--- src/rtl/tsq_pkg.sv ---
package tsq_pkg;

  typedef enum logic [3:0] {
    ST_RESET   = 4'd0,
    ST_IDLE    = 4'd1,
    ST_FILL    = 4'd2,
    ST_WAIT    = 4'd3,
    ST_SCAN    = 4'd4,
    ST_P1DONE  = 4'd5,
    ST_DIRECT  = 4'd6,
    ST_P2DONE  = 4'd7,
    ST_HRD_MEM = 4'd8,
    ST_HRD_RSP = 4'd9,
    ST_HWR_PUT = 4'd10,
    ST_HWR_GET = 4'd11
  } tsqState_e;

  typedef struct packed {
    logic clearAddr;
    logic stepAddr;
  } tsqStrobe_t;

endpackage

--- src/rtl/tsq_scan_path.sv ---
module tsq_scan_path
  import tsq_pkg::*;
#(
  parameter int COUNT_W    = 17,
  parameter int LANE_SHIFT = 5
) (
  input  logic                          clk,
  input  logic                          rstN,
  input  tsqStrobe_t                    strobe,
  input  logic [COUNT_W-1:0]            neuronCount,
  output logic [COUNT_W-LANE_SHIFT-1:0] scanAddr,
  output logic                          atLimit
);
  localparam int ROW_W  = COUNT_W - LANE_SHIFT;
  localparam int ROUND  = (1 << LANE_SHIFT) - 1;

  logic [COUNT_W:0]   paddedCount;
  logic [ROW_W:0]     rowsUsed;
  logic [ROW_W-1:0]   rowLimit;

  // Rows needed, rounded up; an empty count still scans one row.
  always_comb begin
    paddedCount = {1'b0, neuronCount} + (COUNT_W+1)'(ROUND);
    rowsUsed    = paddedCount[COUNT_W:LANE_SHIFT];
    if (rowsUsed == '0) rowLimit = '0;
    else                rowLimit = ROW_W'(rowsUsed - 1'b1);
  end

  always_ff @(posedge clk) begin
    if (!rstN)                 scanAddr <= '0;
    else if (strobe.clearAddr) scanAddr <= '0;
    else if (strobe.stepAddr)  scanAddr <= scanAddr + 1'b1;
  end

  assign atLimit = (scanAddr == rowLimit);

endmodule

--- src/rtl/tsq_control.sv ---
module tsq_control
  import tsq_pkg::*;
(
  input  logic       clk,
  input  logic       rstN,
  input  logic       runPulse,
  input  logic       upPhase1Done,
  input  logic       upPhase2Finished,
  input  logic       pktValid,
  input  logic       cmdEmpty,
  input  logic       cmdWrite,
  input  logic       atLimit,
  output tsqStrobe_t strobe,
  output logic       pktPop,
  output logic       cmdPop,
  output logic       fillRead,
  output logic       hostRead,
  output logic       hostReply,
  output logic       hostWrite,
  output logic       phase1Ready,
  output logic       phase1Done,
  output logic       phase2Done,
  output tsqState_e  state
);
  tsqState_e nextState;
  logic      fillSecond;
  logic      startRun;
  logic      hostGo;

  assign startRun = (state == ST_IDLE) && runPulse;
  assign hostGo   = (state == ST_IDLE) && !runPulse && !cmdEmpty && phase2Done;

  always_comb begin
    nextState = state;
    unique case (state)
      ST_RESET:   nextState = ST_IDLE;
      ST_IDLE: begin
        if (startRun)    nextState = ST_FILL;
        else if (hostGo) nextState = cmdWrite ? ST_HWR_GET : ST_HRD_MEM;
      end
      ST_FILL:    if (fillSecond) nextState = ST_WAIT;
      ST_WAIT:    if (upPhase1Done) nextState = ST_SCAN;
      ST_SCAN:    if (pktValid && atLimit) nextState = ST_P1DONE;
      ST_P1DONE:  nextState = ST_DIRECT;
      ST_DIRECT:  if (upPhase2Finished) nextState = ST_P2DONE;
      ST_P2DONE:  nextState = ST_IDLE;
      ST_HRD_MEM: nextState = ST_HRD_RSP;
      ST_HRD_RSP: nextState = ST_IDLE;
      ST_HWR_GET: nextState = ST_HWR_PUT;
      ST_HWR_PUT: nextState = ST_IDLE;
      default:    nextState = ST_IDLE;
    endcase
  end

  always_ff @(posedge clk) begin
    if (!rstN) begin
      state       <= ST_RESET;
      fillSecond  <= 1'b0;
      phase1Ready <= 1'b0;
      phase1Done  <= 1'b1;
      phase2Done  <= 1'b1;
    end else begin
      state      <= nextState;
      fillSecond <= (state == ST_FILL) && !fillSecond;
      if (startRun) begin
        phase1Done <= 1'b0;
        phase2Done <= 1'b0;
      end
      if (state == ST_WAIT && upPhase1Done)
        phase1Ready <= 1'b1;
      if (state == ST_SCAN && pktValid && atLimit)
        phase1Done <= 1'b1;
      if (state == ST_DIRECT && upPhase2Finished) begin
        phase2Done  <= 1'b1;
        phase1Ready <= 1'b0;
      end
    end
  end

  always_comb begin
    strobe.clearAddr = startRun;
    strobe.stepAddr  = (state == ST_SCAN) && pktValid && !atLimit;
  end

  assign pktPop    = pktValid && (state == ST_SCAN || state == ST_DIRECT);
  assign fillRead  = (state == ST_FILL);
  assign hostRead  = (state == ST_HRD_MEM) || (state == ST_HWR_GET);
  assign hostReply = (state == ST_HRD_RSP);
  assign hostWrite = (state == ST_HWR_PUT);
  assign cmdPop    = (state == ST_HRD_RSP) || (state == ST_HWR_PUT);

endmodule

--- src/rtl/timestep_sequencer.sv ---
module timestep_sequencer
  import tsq_pkg::*;
#(
  parameter int COUNT_W    = 17,
  parameter int LANE_SHIFT = 5
) (
  input  logic                          clk,
  input  logic                          rstN,
  input  logic                          runPulse,
  input  logic                          upPhase1Done,
  input  logic                          upPhase2Finished,
  input  logic [COUNT_W-1:0]            neuronCount,
  input  logic                          pktValid,
  output logic                          pktPop,
  input  logic                          cmdEmpty,
  input  logic                          cmdWrite,
  output logic                          cmdPop,
  output logic                          fillRead,
  output logic                          hostRead,
  output logic                          hostReply,
  output logic                          hostWrite,
  output logic                          phase1Ready,
  output logic                          phase1Done,
  output logic                          phase2Done,
  output logic [COUNT_W-LANE_SHIFT-1:0] scanAddr,
  output logic [3:0]                    stateDbg
);
  tsqStrobe_t strobe;
  tsqState_e  state;
  logic       atLimit;

  tsq_control u_ctrl (
    .clk(clk), .rstN(rstN), .runPulse(runPulse),
    .upPhase1Done(upPhase1Done), .upPhase2Finished(upPhase2Finished),
    .pktValid(pktValid), .cmdEmpty(cmdEmpty), .cmdWrite(cmdWrite),
    .atLimit(atLimit), .strobe(strobe), .pktPop(pktPop), .cmdPop(cmdPop),
    .fillRead(fillRead), .hostRead(hostRead), .hostReply(hostReply),
    .hostWrite(hostWrite), .phase1Ready(phase1Ready),
    .phase1Done(phase1Done), .phase2Done(phase2Done), .state(state)
  );

  tsq_scan_path #(.COUNT_W(COUNT_W), .LANE_SHIFT(LANE_SHIFT)) u_path (
    .clk(clk), .rstN(rstN), .strobe(strobe), .neuronCount(neuronCount),
    .scanAddr(scanAddr), .atLimit(atLimit)
  );

  assign stateDbg = state;

endmodule

--- config.mk ---
export PLATFORM = sky130hd
export DESIGN_NAME = timestep_sequencer
export DESIGN_NICKNAME = d
export VERILOG_FILES = /design/src/rtl/tsq_pkg.sv /design/src/rtl/tsq_scan_path.sv /design/src/rtl/tsq_control.sv /design/src/rtl/timestep_sequencer.sv
export SDC_FILE = /design/constraint.sdc
export NUM_CORES = 1
export LEC_CHECK = 0
export ABC_AREA = 1
export BUFFER_PORTS_ARGS = -buffer_cell sky130_fd_sc_hd__buf_2
export CORE_MARGIN = 2
export CORE_UTILIZATION = 45
export CTS_BUF_LIST = sky130_fd_sc_hd__clkbuf_8
export DETAILED_ROUTE_END_ITERATION = 12
export PLACE_DENSITY_LB_ADDON = 0.15
export SETUP_SLACK_MARGIN = 0.3
export SYNTH_ARGS = -nofsm -noshare
export SYNTH_HDL_FRONTEND = slang
export SYNTH_SLANG_ARGS = --single-unit
--- constraint.sdc ---
create_clock -name clk -period 8.3 [get_ports clk]
set_input_delay 1.66 -clock clk [delete_from_list [all_inputs] [get_ports clk]]
set_output_delay 1.66 -clock clk [all_outputs]
set_load 0.01 [all_outputs]
==> flow_summary.rst <==
.. list-table::
   :header-rows: 1

   * - Metric
     - Value
   * - Iteration count of the initial detailed-routing pass
     - 5
   * - Transition time at the pin with the least slew margin
     - between 0.4 and 0.5 ns
   * - Post-CTS Resized
     - 0
   * - Crit path max-delay family
     - simple AND/OR/NAND/NOR gates
   * - Die outline area
     - about 0.0053 sq mm
   * - Layout cells sized above 1
     - 0.148
   * - Total Routing Usage GR
     - 0.222
   * - Number of global-route vias before repair
     - 2219
   * - Peak supply drop
     - 0.0724 mV
   * - Post-route minimum period
     - about 4.3 ns
   * - Post-Syn Nets
     - ~430
   * - Result of the run
     - finished, final reports clean
   * - Reported max-cap violation count
     - 0
   * - Clock latency at the later pin of the worst-skew pair
     - roughly 0.27 ns
   * - Number of buffers on the longest clock path
     - 2
   * - Starting DRT DRC Count
     - approximately 210
   * - Final count of pins violating max slew
     - 0
   * - Netlist Area Pre-Place
     - around 0.0021 sq mm
   * - Static Leak
     - 0.00130 uW
   * - Residual DRC
     - 0
   * - RSZ-0062 raised after global routing
     - no
   * - Worst hold margin
     - 0.451 ns
   * - Wire length of the first global-routing pass
     - roughly 9.6 mm
   * - Sequential-to-total area share from yosys stat
     - 0.189
   * - Syn Area/Cell
     - approximately 5.3 sq um
   * - Accumulated negative setup slack
     - 0 ns
   * - Final hold vios
     - 0
   * - Clock Pin Slew Worst Setup and Hold Paths
     - about 0.080 ns
   * - CP max stage cell
     - sky130_fd_sc_hd__nand2_2
   * - Post-route antenna net violation count
     - 0
   * - Max Fclk
     - approximately 230 MHz
   * - Detailed placer's ending HPWL
     - 4.43 mm
   * - CTS H-tree depth
     - 1
   * - Total clock buffers created by CTS
     - 3
   * - Largest stage delay, worst path
     - ~0.3 ns
   * - Commonest register cell after synthesis
     - sky130_fd_sc_hd__dfxtp_1
   * - Number of placed cells counting well taps
     - a little under 500
   * - Kind of path behind the tightest hold check
     - reg -> reg
   * - Dominant cell type by area after synthesis
     - sky130_fd_sc_hd__nand2_1
   * - Flip-flop and latch count after synthesis
     - 20
   * - Share of flip-flops with an asynchronous set or reset
     - 0
   * - Number of enable-type register cells in the synthesized netlist
     - 0
   * - Die W
     - roughly 73 um
   * - Required arrival time at the worst endpoint
     - about 8.4 ns
   * - Critical setup path kind
     - in -> reg
   * - Synthesis-to-layout area growth
     - 16.4%
   * - Gpl congestion
     - around 0.9
   * - Number of instances in the synthesized netlist
     - 398
   * - Floorplan Core Area
     - 0.00444 sq mm
   * - Total number of yosys warnings
     - 0
   * - Total via count in the routed design
     - ~2500
   * - Fraction of post-synthesis cell area in the top cell type by area
     - 0.264
   * - Crit. End Element
     - register
   * - Layout Skew
     - 0.00146 ns
   * - Combined buffer and inverter count along the critical path
     - 3
   * - CP Cell Sequence
     - buf_2, nor2_1, nand3_2, nand2_1, nand2_1, ha_1, o21ai_0, inv_1, nand2_1, nor2_1, nand2_2, nand3_1, nand2_1, nand2_1, nor2_1, nand2_1, nor2_2, nand2_1, nand2_2, inv_2, nand2_1, a21oi_1
   * - Worst setup SP type
     - primary input
   * - Most used cell, CP
     - sky130_fd_sc_hd__nand2_1
   * - Quantity of hold-fixing buffers added after cts
     - 0
   * - CTS Root Buffer Type
     - sky130_fd_sc_hd__clkbuf_8
   * - Top-level I/O count
     - 50
   * - Total congestion overflow
     - 0
   * - Filler instances
     - around 470
   * - TritonCTS clock tree
     - built
   * - Pin count of the biggest net entering global routing
     - 25
   * - Diodes inserted
     - 0
   * - Commonest non-fill, non-tap cells in the layout
     - sky130_fd_sc_hd__nand2_1 (149), sky130_fd_sc_hd__nor2_1 (54), sky130_fd_sc_hd__inv_1 (53), sky130_fd_sc_hd__buf_2 (49), sky130_fd_sc_hd__nand3_1 (38)
   * - Total power density per cell area
     - approximately 160 mW/mm^2
   * - WL per Instance
     - 11.2 um
   * - Die H
     - roughly 73 um
   * - Slew margin rel.
     - 0.684
   * - Total of buffers placed on input and output ports
     - 49
   * - Final cycle utilization of the critical path
     - 0.521
   * - Initial antenna violation count
     - 0
   * - Post-detailed-routing wire length
     - 5.56 mm
   * - Initial standard-cell utilization of the core
     - 0.477
   * - Final net count
     - between 400 and 500
   * - Count of different cell masters after synthesis
     - 30
   * - Cell Count, Final, Fillers Out
     - approximately 500
   * - Critical-path maximum fanout
     - 24
   * - # Post-CTS Setup Buffers
     - 0
   * - Setup violation total in the final timing report
     - 0
   * - Number of placement rows
     - 24
   * - Arrival @ worst endpoint
     - 4.46 ns
   * - Main area contributors after synthesis
     - sky130_fd_sc_hd__nand2_1 (26%), sky130_fd_sc_hd__dfxtp_1 (19%), sky130_fd_sc_hd__nor2_1 (9.6%), sky130_fd_sc_hd__inv_1 (9.4%), sky130_fd_sc_hd__nand3_1 (9.0%)
   * - Commonest non-fill, non-tap cell in the layout
     - sky130_fd_sc_hd__nand2_1
   * - Clock sink total
     - 20
   * - DR vias/cell
     - a little over 5
-- cell families (layout without fill, tap and decap cells) --
group | count (synthesis) | after routing | synth area share
simple gates | 270 | 270 | 0.535
buf+inv | 62 | 109 | 0.116
compound gates | 29 | 29 | 0.0809
flops | 20 | 20 | 0.189
xor+xnor | 14 | 14 | 0.0614
fa+ha+maj | 3 | 3 | 0.0177
-- cells in the mapped netlist (2+ instances only) --
library cell / count
sky130_fd_sc_hd__nor3_1: 7
sky130_fd_sc_hd__buf_2: 4
sky130_fd_sc_hd__dfxtp_1: 20
sky130_fd_sc_hd__inv_1: 53
sky130_fd_sc_hd__a21oi_1: 15
sky130_fd_sc_hd__xor2_1: 12
sky130_fd_sc_hd__nand2_1: 149
sky130_fd_sc_hd__nor2_2: 3
sky130_fd_sc_hd__nand4_1: 11
sky130_fd_sc_hd__nand3_1: 38
sky130_fd_sc_hd__o21bai_1: 3
sky130_fd_sc_hd__inv_2: 3
sky130_fd_sc_hd__o21ai_0: 5
sky130_fd_sc_hd__nor2_1: 54
sky130_fd_sc_hd__o211ai_1: 2
sky130_fd_sc_hd__nand2_2: 3
sky130_fd_sc_hd__ha_1: 3
-- metal layers --
layer	vias to the layer above	routed length (um)	GRT usage
met5	-	0	0
met4	0	55	0.0432
met3	9	269	0.0331
met2	66	2460	0.367
met1	1114	2780	0.310
li1	1342	-	-
-- state kept, by name, summed over array words and instances (netlist names) --
| name | count |
|---|---|
| u_path.scanAddr | 12 |
| u_ctrl.state | 4 |
| u_ctrl.fillSecond | 1 |
| u_ctrl.phase1Done | 1 |
| u_ctrl.phase1Ready | 1 |
| u_ctrl.phase2Done | 1 |
-- worst paths after layout --
kind / endpoint / cells past startpoint / slack (ns) / from
min reg2reg: u_ctrl.phase1Ready / 2 / 0.45 / u_ctrl.phase1Ready
min: u_ctrl.phase1Ready / 2 / 0.45 / u_ctrl.phase1Ready
max: u_path.scanAddr[3] / 22 / 3.98 / neuronCount[1]
max reg2reg: u_ctrl.state[0] / 10 / 6.38 / u_ctrl.state[1]
-- per-stage QoR --
step	area (sq um)	total power [uW]	util	worst slack (ns)
after floorplan	2120	254	-	4.33
after global placement	2390	299	0.539	3.84
after detailed placement	2390	299	0.539	3.78
after CTS	2470	401	0.555	4.01
after global routing	2470	435	0.555	3.59
final	2470	400	0.555	3.98
-- layout make-up --
| type | instances | area [sq um] | area share |
|---|---|---|---|
| Sequential cell | 20 | 400 | 0.162 |
| Tap cell | 52 | 65.1 | 0.0264 |
| Multi-Input combinational cell | 316 | 1470 | 0.598 |
| Clock inverter | 1 | 30.0 | 0.0122 |
| Timing Repair Buffer | 49 | 245 | 0.0994 |
| Clock buffer | 3 | 41.3 | 0.0167 |
| Inverter | 56 | 210 | 0.0852 |
-- power breakdown --
| group | leakage, uW | total (uW) | switching, uW | internal (uW) |
|---|---|---|---|---|
| logic | 0.00110 | 180 | 115 | 65.2 |
| registers | 0.000162 | 119 | 10.9 | 108 |
| clock network | 0.0000357 | 101 | 36.1 | 64.5 |
| total | 0.00130 | 400 | 162 | 238 |
-- tightest hold or removal path, cell delays in order, from the launching register on --
cell and delay [ns]:
sky130_fd_sc_hd__dfxtp_1 0.31, sky130_fd_sc_hd__inv_1 0.04, sky130_fd_sc_hd__a21oi_1 0.05
(Power assumes the default switching activity.)
